<file path="src/rtl/hxsat_pkg.sv">
package hxsat_pkg;

   // Which crossed pair is added.
   //   XCH_ADD_HI: the high result lane adds, the low result lane subtracts.
   //   XCH_ADD_LO: the low result lane adds, the high result lane subtracts.
   typedef enum logic {
      XCH_ADD_HI = 1'b0,
      XCH_ADD_LO = 1'b1
   } xch_dir_e;

   // The exchange always pairs exactly two lanes.
   localparam int unsigned HXSAT_LANES = 2;

endpackage

</file>
<file path="src/rtl/hxsat_extend.sv">
// Widens one lane to the arithmetic width.
// Zero fill in unsigned mode, sign fill in signed mode.
module hxsat_extend #(
   parameter int LANE_W = 16,
   parameter int EXT_W  = LANE_W + 2
) (
   input  logic [LANE_W-1:0]       lane,
   input  logic                    uns,
   output logic signed [EXT_W-1:0] ext
);
   localparam int PAD_W = EXT_W - LANE_W;

   if (PAD_W < 2) begin : g_bad_width
      $error("hxsat_extend: EXT_W must exceed LANE_W by at least two bits");
   end

   logic fill;

   always_comb begin
      fill = uns ? 1'b0 : lane[LANE_W-1];
      ext  = {{PAD_W{fill}}, lane};
   end

endmodule

</file>
<file path="src/rtl/hxsat_addsub.sv">
// Exact add or subtract of two extended lanes. No rounding, no clamping.
module hxsat_addsub #(
   parameter int EXT_W = 18
) (
   input  logic signed [EXT_W-1:0] a,
   input  logic signed [EXT_W-1:0] b,
   input  logic                    sub,
   output logic signed [EXT_W-1:0] y
);

   if (EXT_W < 3) begin : g_bad_width
      $error("hxsat_addsub: EXT_W too small");
   end

   always_comb begin
      if (sub) y = a - b;
      else     y = a + b;
   end

endmodule

</file>
<file path="src/rtl/hxsat_clamp.sv">
// Clamps an exact wide value into a LANE_W-bit signed or unsigned range.
module hxsat_clamp #(
   parameter int LANE_W = 16,
   parameter int EXT_W  = LANE_W + 2
) (
   input  logic signed [EXT_W-1:0] val,
   input  logic                    uns,
   output logic [LANE_W-1:0]       lane
);
   localparam int HEAD_W = EXT_W - LANE_W;

   if (HEAD_W < 2) begin : g_bad_width
      $error("hxsat_clamp: EXT_W must exceed LANE_W by at least two bits");
   end

   // Range limits, written at the full arithmetic width.
   localparam logic signed [EXT_W-1:0] S_MAX = {{(HEAD_W+1){1'b0}}, {(LANE_W-1){1'b1}}};
   localparam logic signed [EXT_W-1:0] S_MIN = {{(HEAD_W+1){1'b1}}, {(LANE_W-1){1'b0}}};
   localparam logic signed [EXT_W-1:0] U_MAX = {{HEAD_W{1'b0}}, {LANE_W{1'b1}}};

   localparam logic [LANE_W-1:0] L_SMAX = {1'b0, {(LANE_W-1){1'b1}}};
   localparam logic [LANE_W-1:0] L_SMIN = {1'b1, {(LANE_W-1){1'b0}}};
   localparam logic [LANE_W-1:0] L_UMAX = {LANE_W{1'b1}};
   localparam logic [LANE_W-1:0] L_ZERO = '0;

   logic over_s, under_s, over_u, under_u;

   always_comb begin
      over_s  = val > S_MAX;
      under_s = val < S_MIN;
      over_u  = val > U_MAX;
      under_u = val[EXT_W-1];
      if (uns) begin
         if (under_u)     lane = L_ZERO;
         else if (over_u) lane = L_UMAX;
         else             lane = val[LANE_W-1:0];
      end else begin
         if (under_s)     lane = L_SMIN;
         else if (over_s) lane = L_SMAX;
         else             lane = val[LANE_W-1:0];
      end
   end

endmodule

</file>
<file path="src/rtl/hxsat_xchg_unit.sv">
// Crossed-lane saturating add/subtract with a gated output register.
module hxsat_xchg_unit
   import hxsat_pkg::*;
#(
   parameter int LANE_W  = 16,
   parameter bit REG_OUT = 1'b1
) (
   input  logic                  clk,
   input  logic                  rst_n,
   input  logic [2*LANE_W-1:0]   op_n,
   input  logic [2*LANE_W-1:0]   op_m,
   input  logic                  dir_sax,
   input  logic                  is_unsigned,
   input  logic                  cond_pass,
   output logic [2*LANE_W-1:0]   res,
   output logic                  res_we
);
   localparam int WORD_W = int'(HXSAT_LANES) * LANE_W;
   localparam int EXT_W  = LANE_W + 2;

   if (LANE_W < 2) begin : g_bad_lane
      $error("hxsat_xchg_unit: LANE_W must be at least 2");
   end

   xch_dir_e            dir;
   logic [WORD_W-1:0]   packed_res;

   assign dir = xch_dir_e'(dir_sax);

   for (genvar g = 0; g < int'(HXSAT_LANES); g++) begin : g_lane
      // Crossing: lane g of N meets the opposite lane of M.
      localparam int PEER = int'(HXSAT_LANES) - 1 - g;

      logic signed [EXT_W-1:0] a_ext, b_ext, raw;
      logic                    do_sub;
      logic [LANE_W-1:0]       clamped;

      if (g == 0) begin : g_lo_op
         assign do_sub = (dir == XCH_ADD_HI);
      end else begin : g_hi_op
         assign do_sub = (dir == XCH_ADD_LO);
      end

      hxsat_extend #(.LANE_W(LANE_W), .EXT_W(EXT_W)) u_ext_n (
         .lane (op_n[g*LANE_W +: LANE_W]),
         .uns  (is_unsigned),
         .ext  (a_ext)
      );

      hxsat_extend #(.LANE_W(LANE_W), .EXT_W(EXT_W)) u_ext_m (
         .lane (op_m[PEER*LANE_W +: LANE_W]),
         .uns  (is_unsigned),
         .ext  (b_ext)
      );

      hxsat_addsub #(.EXT_W(EXT_W)) u_arith (
         .a   (a_ext),
         .b   (b_ext),
         .sub (do_sub),
         .y   (raw)
      );

      hxsat_clamp #(.LANE_W(LANE_W), .EXT_W(EXT_W)) u_clamp (
         .val  (raw),
         .uns  (is_unsigned),
         .lane (clamped)
      );

      assign packed_res[g*LANE_W +: LANE_W] = clamped;
   end

   if (REG_OUT) begin : g_reg_out
      logic [WORD_W-1:0] res_q;
      logic              we_q;

      always_ff @(posedge clk or negedge rst_n) begin
         if (!rst_n) begin
            res_q <= '0;
            we_q  <= 1'b0;
         end else begin
            we_q <= cond_pass;
            if (cond_pass) res_q <= packed_res;
         end
      end

      assign res    = res_q;
      assign res_we = we_q;
   end else begin : g_comb_out
      assign res    = packed_res;
      assign res_we = cond_pass;
   end

endmodule

</file>
<file path="config.mk">
export PLATFORM = sky130hd
export DESIGN_NAME = hxsat_xchg_unit
export DESIGN_NICKNAME = d
export VERILOG_FILES = /design/src/rtl/hxsat_pkg.sv /design/src/rtl/hxsat_extend.sv /design/src/rtl/hxsat_addsub.sv /design/src/rtl/hxsat_clamp.sv /design/src/rtl/hxsat_xchg_unit.sv
export SDC_FILE = /design/constraint.sdc
export NUM_CORES = 1
export LEC_CHECK = 0
export ABC_AREA = 1
export BUFFER_PORTS_ARGS = -buffer_cell sky130_fd_sc_hd__buf_2
export CAP_MARGIN = 10
export CORE_AREA = 3 3 102 123
export CTS_CLUSTER_SIZE = 20
export DETAILED_ROUTE_END_ITERATION = 7
export DIE_AREA = 0 0 105 126
export GPL_ROUTABILITY_DRIVEN = 0
export PLACE_DENSITY = 0.66
export SYNTH_ARGS = -nofsm -noshare
export SYNTH_HDL_FRONTEND = slang
export SYNTH_SLANG_ARGS = --single-unit
</file>
<file path="constraint.sdc">
create_clock -name clk -period 0.8 [get_ports clk]
set_input_delay 0.16 -clock clk [delete_from_list [all_inputs] [get_ports clk]]
set_output_delay 0.16 -clock clk [all_outputs]
set_load 0.1 [all_outputs]
</file>
=== Word-level counts from Yosys, hierarchy flattened ===
Index checks and enable logic that the tools add are counted.

* Bitwise logic cells: 0
* Reduce and logical (&&, ||, !) cells: 0
* Add/sub/neg operators: 4
* Shifts and indexed selects: 0
* Equality and inequality tests: 0
* Div/mod/pow operators: 0
* Mux-type cells: 16
* $mul: 0
* $lt $le $gt $ge: 6

{| class="wikitable"
|+ Operator list
! cell !! count
|-
| $mux W16 || 10
|-
| $add A17 B17 Y18 || 2
|-
| $gt A18 B16 Y1 const B || 2
|-
| $gt A18 B17 Y1 const B || 2
|-
| $lt A18 B16 Y1 const B || 2
|-
| $mux W18 || 2
|-
| $sub A17 B17 Y18 || 2
|-
| $mux W1 || 4
|}

* Input bits: 69
* Output and inout bits: 33
* Memories: 0
* Bits in writable memories: 0
* Logic and storage cells: 28
* Bits in registers: 33
* Bits in read-only memories: 0
* Bits in latches: 0

=== Logic depth before layout (Yosys ltp) ===
* Depth after elaboration: 7
* Mapped depth: 24
* Depth with buffers taken out: 23

=== By module ===
From an unflattened synthesis, not the netlist that was laid out.

* Cell total of the unflattened synthesis: 900
* Area total of the unflattened synthesis: 5515.3 µm²

{| class="wikitable"
|+ Modules (own cells, without submodules)
! module !! cells an instance !! sequential area each (µm²) !! instances !! area an instance (µm²)
|-
| hxsat_addsub || 254 || 0.0 || 2 || 1425.1
|-
| hxsat_xchg_unit || 138 || 825.8 || 1 || 1321.3
|-
| hxsat_clamp || 87 || 0.0 || 2 || 381.6
|-
| hxsat_extend || 20 || 0.0 || 4 || 145.1
|}

=== Least setup slack after synthesis ===
Ideal clock, no wire load.

* Kind: input to register
* From: input port op_m[16]
* To: register g_reg_out.res_q[0], in the netlist res[0]
* Stages on the path: 22
* Required time: 678 ps
* Path buffers: 1
* Path slack: -1912 ps
* Arrival: 2590 ps
* Path through: inv_1 -> ha_1 -> nand2_1 -> nor3_1 -> nand3_1 -> o21ai_0 -> xnor2_1 -> ha_1 -> nand2_2 -> nor2_2 -> inv_2 -> nor2_2 -> nand3b_1 -> nand3_2 -> inv_2 -> nand2_1 -> nand2_1 -> buf_4 -> nand2_1 -> nand2_1 -> a21oi_1 -> nor2_1

* Cells in the longest elaborated chain, start to end: 6

{| class="wikitable"
|+ Ends and longest elaborated chain
! what !! RTL line !! RTL
|-
| from (decl) || hxsat_xchg_unit.sv:11 || <nowiki>input logic [2*LANE_W-1:0] op_m,</nowiki>
|-
| $sub A17 B17 Y18 or $add A17 B17 Y18 (tied branches) || hxsat_addsub.sv:16, hxsat_addsub.sv:17 ||
|-
| $mux W18 (*) || hxsat_addsub.sv:16 || <nowiki>if (sub) y = a - b;</nowiki>
|-
| $gt A18 B16 Y1 or $gt A18 B17 Y1 (tied branches) || hxsat_clamp.sv:29, hxsat_clamp.sv:31 ||
|-
| $mux W16 (on tied branches) || hxsat_clamp.sv:39, hxsat_clamp.sv:35 ||
|-
| $mux W16 (on tied branches) || hxsat_clamp.sv:38, hxsat_clamp.sv:34 ||
|-
| $mux W16 (*) || hxsat_clamp.sv:33 || <nowiki>if (uns) begin</nowiki>
|-
| to (signal assigned) || hxsat_xchg_unit.sv:82 || <nowiki>if (cond_pass) res_q <= packed_res;</nowiki>
|-
| to (decl) || hxsat_xchg_unit.sv:73 || <nowiki>logic [WORD_W-1:0] res_q;</nowiki>
|}

Every way passes the cells marked *; elsewhere a longest branch is shown, timed or not.
A chain may end at the register's enable or synchronous reset.

=== Worst setup path after layout ===
* From: input port op_m[17]
* To: register g_reg_out.res_q[4], in the netlist res[4]

Same word-level chain as after synthesis.

==> impl_metrics.py <==
metrics = {
    "setup_path": {
        "worstSetupStartpoint": "op_m[17]",
        "r2r_slack_ns": -0.11,
        "crit_path_start_kind": "input port",
        "r2r-end": "res[11]",
        "worstPathMaxFanout": 7,
        "cp-end-kind": "register",
        "r2r_cells": 3,
        "crit_arrival_ns": 3.02,
        "crit_required_ns": 0.97,
        "r2r-start": "res[11]",
        "crit_end": "res[4]",
        "critPathKind": "in -> reg",
    },
    "floorplanning": {
        "dieArea_um2": 13200,
        "num_rows": 43,
        "start_util": 0.442,
        "dieWidth_um": 105,
        "core_um2": 11500,
        "die_y_um": 126,
        "pin_count": 102,
    },
    "sta": {
        "rsz0062_at_grt": "true",
        "hold_violations": 0,
        "worstMarginPinSlew_ns": 0.427,
        "fin_skew_ns": 0,
        "timing.fmax_ghz": 0.350,
        "setup_viol": 65,
        "setup_ws_ns": -2.06,
        "slew_violations": 0,
        "slew_headroom": 0.714,
        "layout_worst_path_cycle_share": 3.57,
        "holdWs_ns": 0.165,
        "period_needed_ns": 2.86,
    },
    "layout": {
        "multi_input_area_um2": 4630,
        "antenna_cells": 0,
        "final_nets": 1264,
        "drive_gt1_frac": 0.456,
        "area_growth_pct": 77.7,
        "final_util": 0.786,
        "n_fill_cell": 824,
        "layout.cells.non_filler": 1315,
        "ff_latch_area_um2": 950,
    },
    "synthesis": {
        "async_flop_share": 1.00,
        "synth_edf_count": 0,
        "ys_types": 34,
        "synthTopCellsByCount": "nand2_1, nor2_1, inv_1",
        "syn-instance-count": 880,
        "synth_top_area_share": 0.182,
        "syn_nets": 987,
        "synth_area_per_cell_um2": 5.79,
        "syn_area_um2": 5090,
        "yosysMostFrequentCell": "nand2_1",
        "ys_seq_elements": 33,
        "yosysTopAreaCell": "nand2_1",
        "yosysSeqAreaShare": 0.162,
        "ys_warn_count": 0,
        "synth_area_leaders": "nand2_1, dfrtp_1, nor2_1",
        "synthFlopType": "dfrtp_1",
    },
    "route": {
        "wl_per_cell_um": 14.1,
        "wl_mm": 18.6,
        "dr.pass1.iters": 5,
        "first_iter_violations": 415,
        "viasPerCell": 5.14,
        "drcViolationCount": 0,
        "vias": 6753,
        "ant_nets": 0,
    },
    "global_route": {
        "track_usage": 0.249,
        "grt_max_degree": 34,
        "antenna_found_initial": 0,
        "grt_pass1_vias": 6322,
        "grt_overflow": 0,
        "grt_pass1_wl_mm": 27.8,
    },
    "placed_design": {
        "dp_hpwl_mm": 12.5,
        "dp_cells": 1276,
        "port_buffers": 101,
        "dp_slack_ns": -2.36,
    },
    "outcome": {
        "violations": "setup timing",
        "outcome": "finished with violations",
    },
    "clocking": {
        "cts_tree": "done",
        "clk_latency_ns": 0.28,
        "clock_path_buffers": 2,
        "cts_made_buffers": 5,
        "cts.sinks": 33,
        "cts_max_level": 2,
        "clkSlewWorstSetupHoldPaths_ns": 0.05,
        "cts_root_buf": "clkbuf_16",
    },
    "min_path": {
        "hold_depth": 2,
        "hold_class": "in -> reg",
    },
    "power": {
        "ir_worst_vdd_mv": 1.61,
        "powerDensity_nw_per_um2": 2050,
        "cellLeakagePower_uw": 0.00458,
    },
    "job": {
        "drv_cap": 0,
    },
}
per-stage QoR:
stage / TNS [ns] / power (uW) / cell area, um2
3_3_place_gp: -69.80 / 14100 / 7780
3_5_place_dp: -71.68 / 14200 / 7780
2_1_floorplan: -55.21 / 9970 / 5470
4_1_cts: -68.67 / 17200 / 8530
6_report: -70.97 / 18600 / 9050
5_1_grt: -77.83 / 19500 / 9050
how the worst min path moves through the flow:
stage,slack (ns),to,startpoint
final,0.16,res[15],cond_pass
after global routing,0.18,res[15],cond_pass
after CTS,0.16,res[15],cond_pass
after detailed placement,0.12,res[24],rst_n
after global placement,0.13,res[22],rst_n
after floorplan,-0.14,res[0],rst_n
cell families (layout without fill, tap and decap cells):
logic type / count (synthesis) / count (layout) / synth area share
flops: 33 / 33 / 0.162
compound gates: 109 / 109 / 0.128
xor+xnor: 43 / 43 / 0.0740
buf+inv: 133 / 406 / 0.109
fa+ha+maj: 38 / 38 / 0.0963
simple gates: 524 / 529 / 0.431
power by group:
part	switching (uW)	leakage [uW]	internal, uW
clock network	748	0.0000706	1140
logic	8320	0.00416	5610
registers	428	0.000355	2310
sequential cells by signal, indices dropped and copies added (netlist names):
name,cells
res_we,1
res,32
layer usage:
| layer | global-route usage | share of wire |
|---|---|---|
| met5 | 0 | 0 |
| met1 | 0.301 | 0.39 |
| met3 | 0.0333 | 0.069 |
| met2 | 0.442 | 0.50 |
| met4 | 0.105 | 0.034 |
cells in the final DEF, fill, tap and decap left out, types with 7 or more instances in the layout:
master | synthesis | final
nor2_2 | 10 | 14
xor2_1 | 34 | 34
buf_2 | 3 | 64
nand2_1 | 247 | 212
nand2_2 | 23 | 38
a21oi_2 | 5 | 38
a21oi_1 | 59 | 20
ha_4 | 0 | 9
nor2_1 | 169 | 157
buf_12 | 0 | 40
nor2_4 | 0 | 8
inv_2 | 6 | 16
nand3_4 | 0 | 8
ha_1 | 36 | 26
buf_6 | 4 | 10
inv_1 | 100 | 86
buf_4 | 6 | 170
dfrtp_4 | 0 | 33
nand3_2 | 4 | 14
nand3_1 | 48 | 31
nand2_4 | 2 | 20
o211ai_1 | 26 | 26
clkbuf_16 | 0 | 7
critical path, stage by stage:
cell and delay [ns]:
buf_12 0.11, inv_12 0.04, ha_4 0.13, nand2_4 0.05, nor3_4 0.23, nand3_4 0.16
o21ai_2 0.15, xor2_1 0.22, ha_1 0.31, buf_6 0.14, nand4_1 0.13, inv_2 0.06
a21oi_4 0.19, nand3_2 0.12, nand2_4 0.13, nand3_4 0.17, a21oi_2 0.21, nor2_2 0.05
nor2_1 0.16, nor2_1 0.07
repair_timing:
item	4_1_cts	5_1_grt
setup endpoints to repair	65	65
gates resized for setup	81	97
hold endpoints to repair	33	0
buffers inserted	16	3
pin swaps	89	101
hold buffers	1	0
gates cloned	8	3
layout make-up:
type                            instances  share of cell area
Inverter                              106              0.0484
Timing Repair Buffer                  292               0.298
Sequential cell                        33               0.105
Multi-Input combinational cell        719               0.512
Tap cell                              157              0.0217
Clock buffer                            6              0.0142
Clock inverter                          2             0.00111
Power figures use the tool's default switching activity.
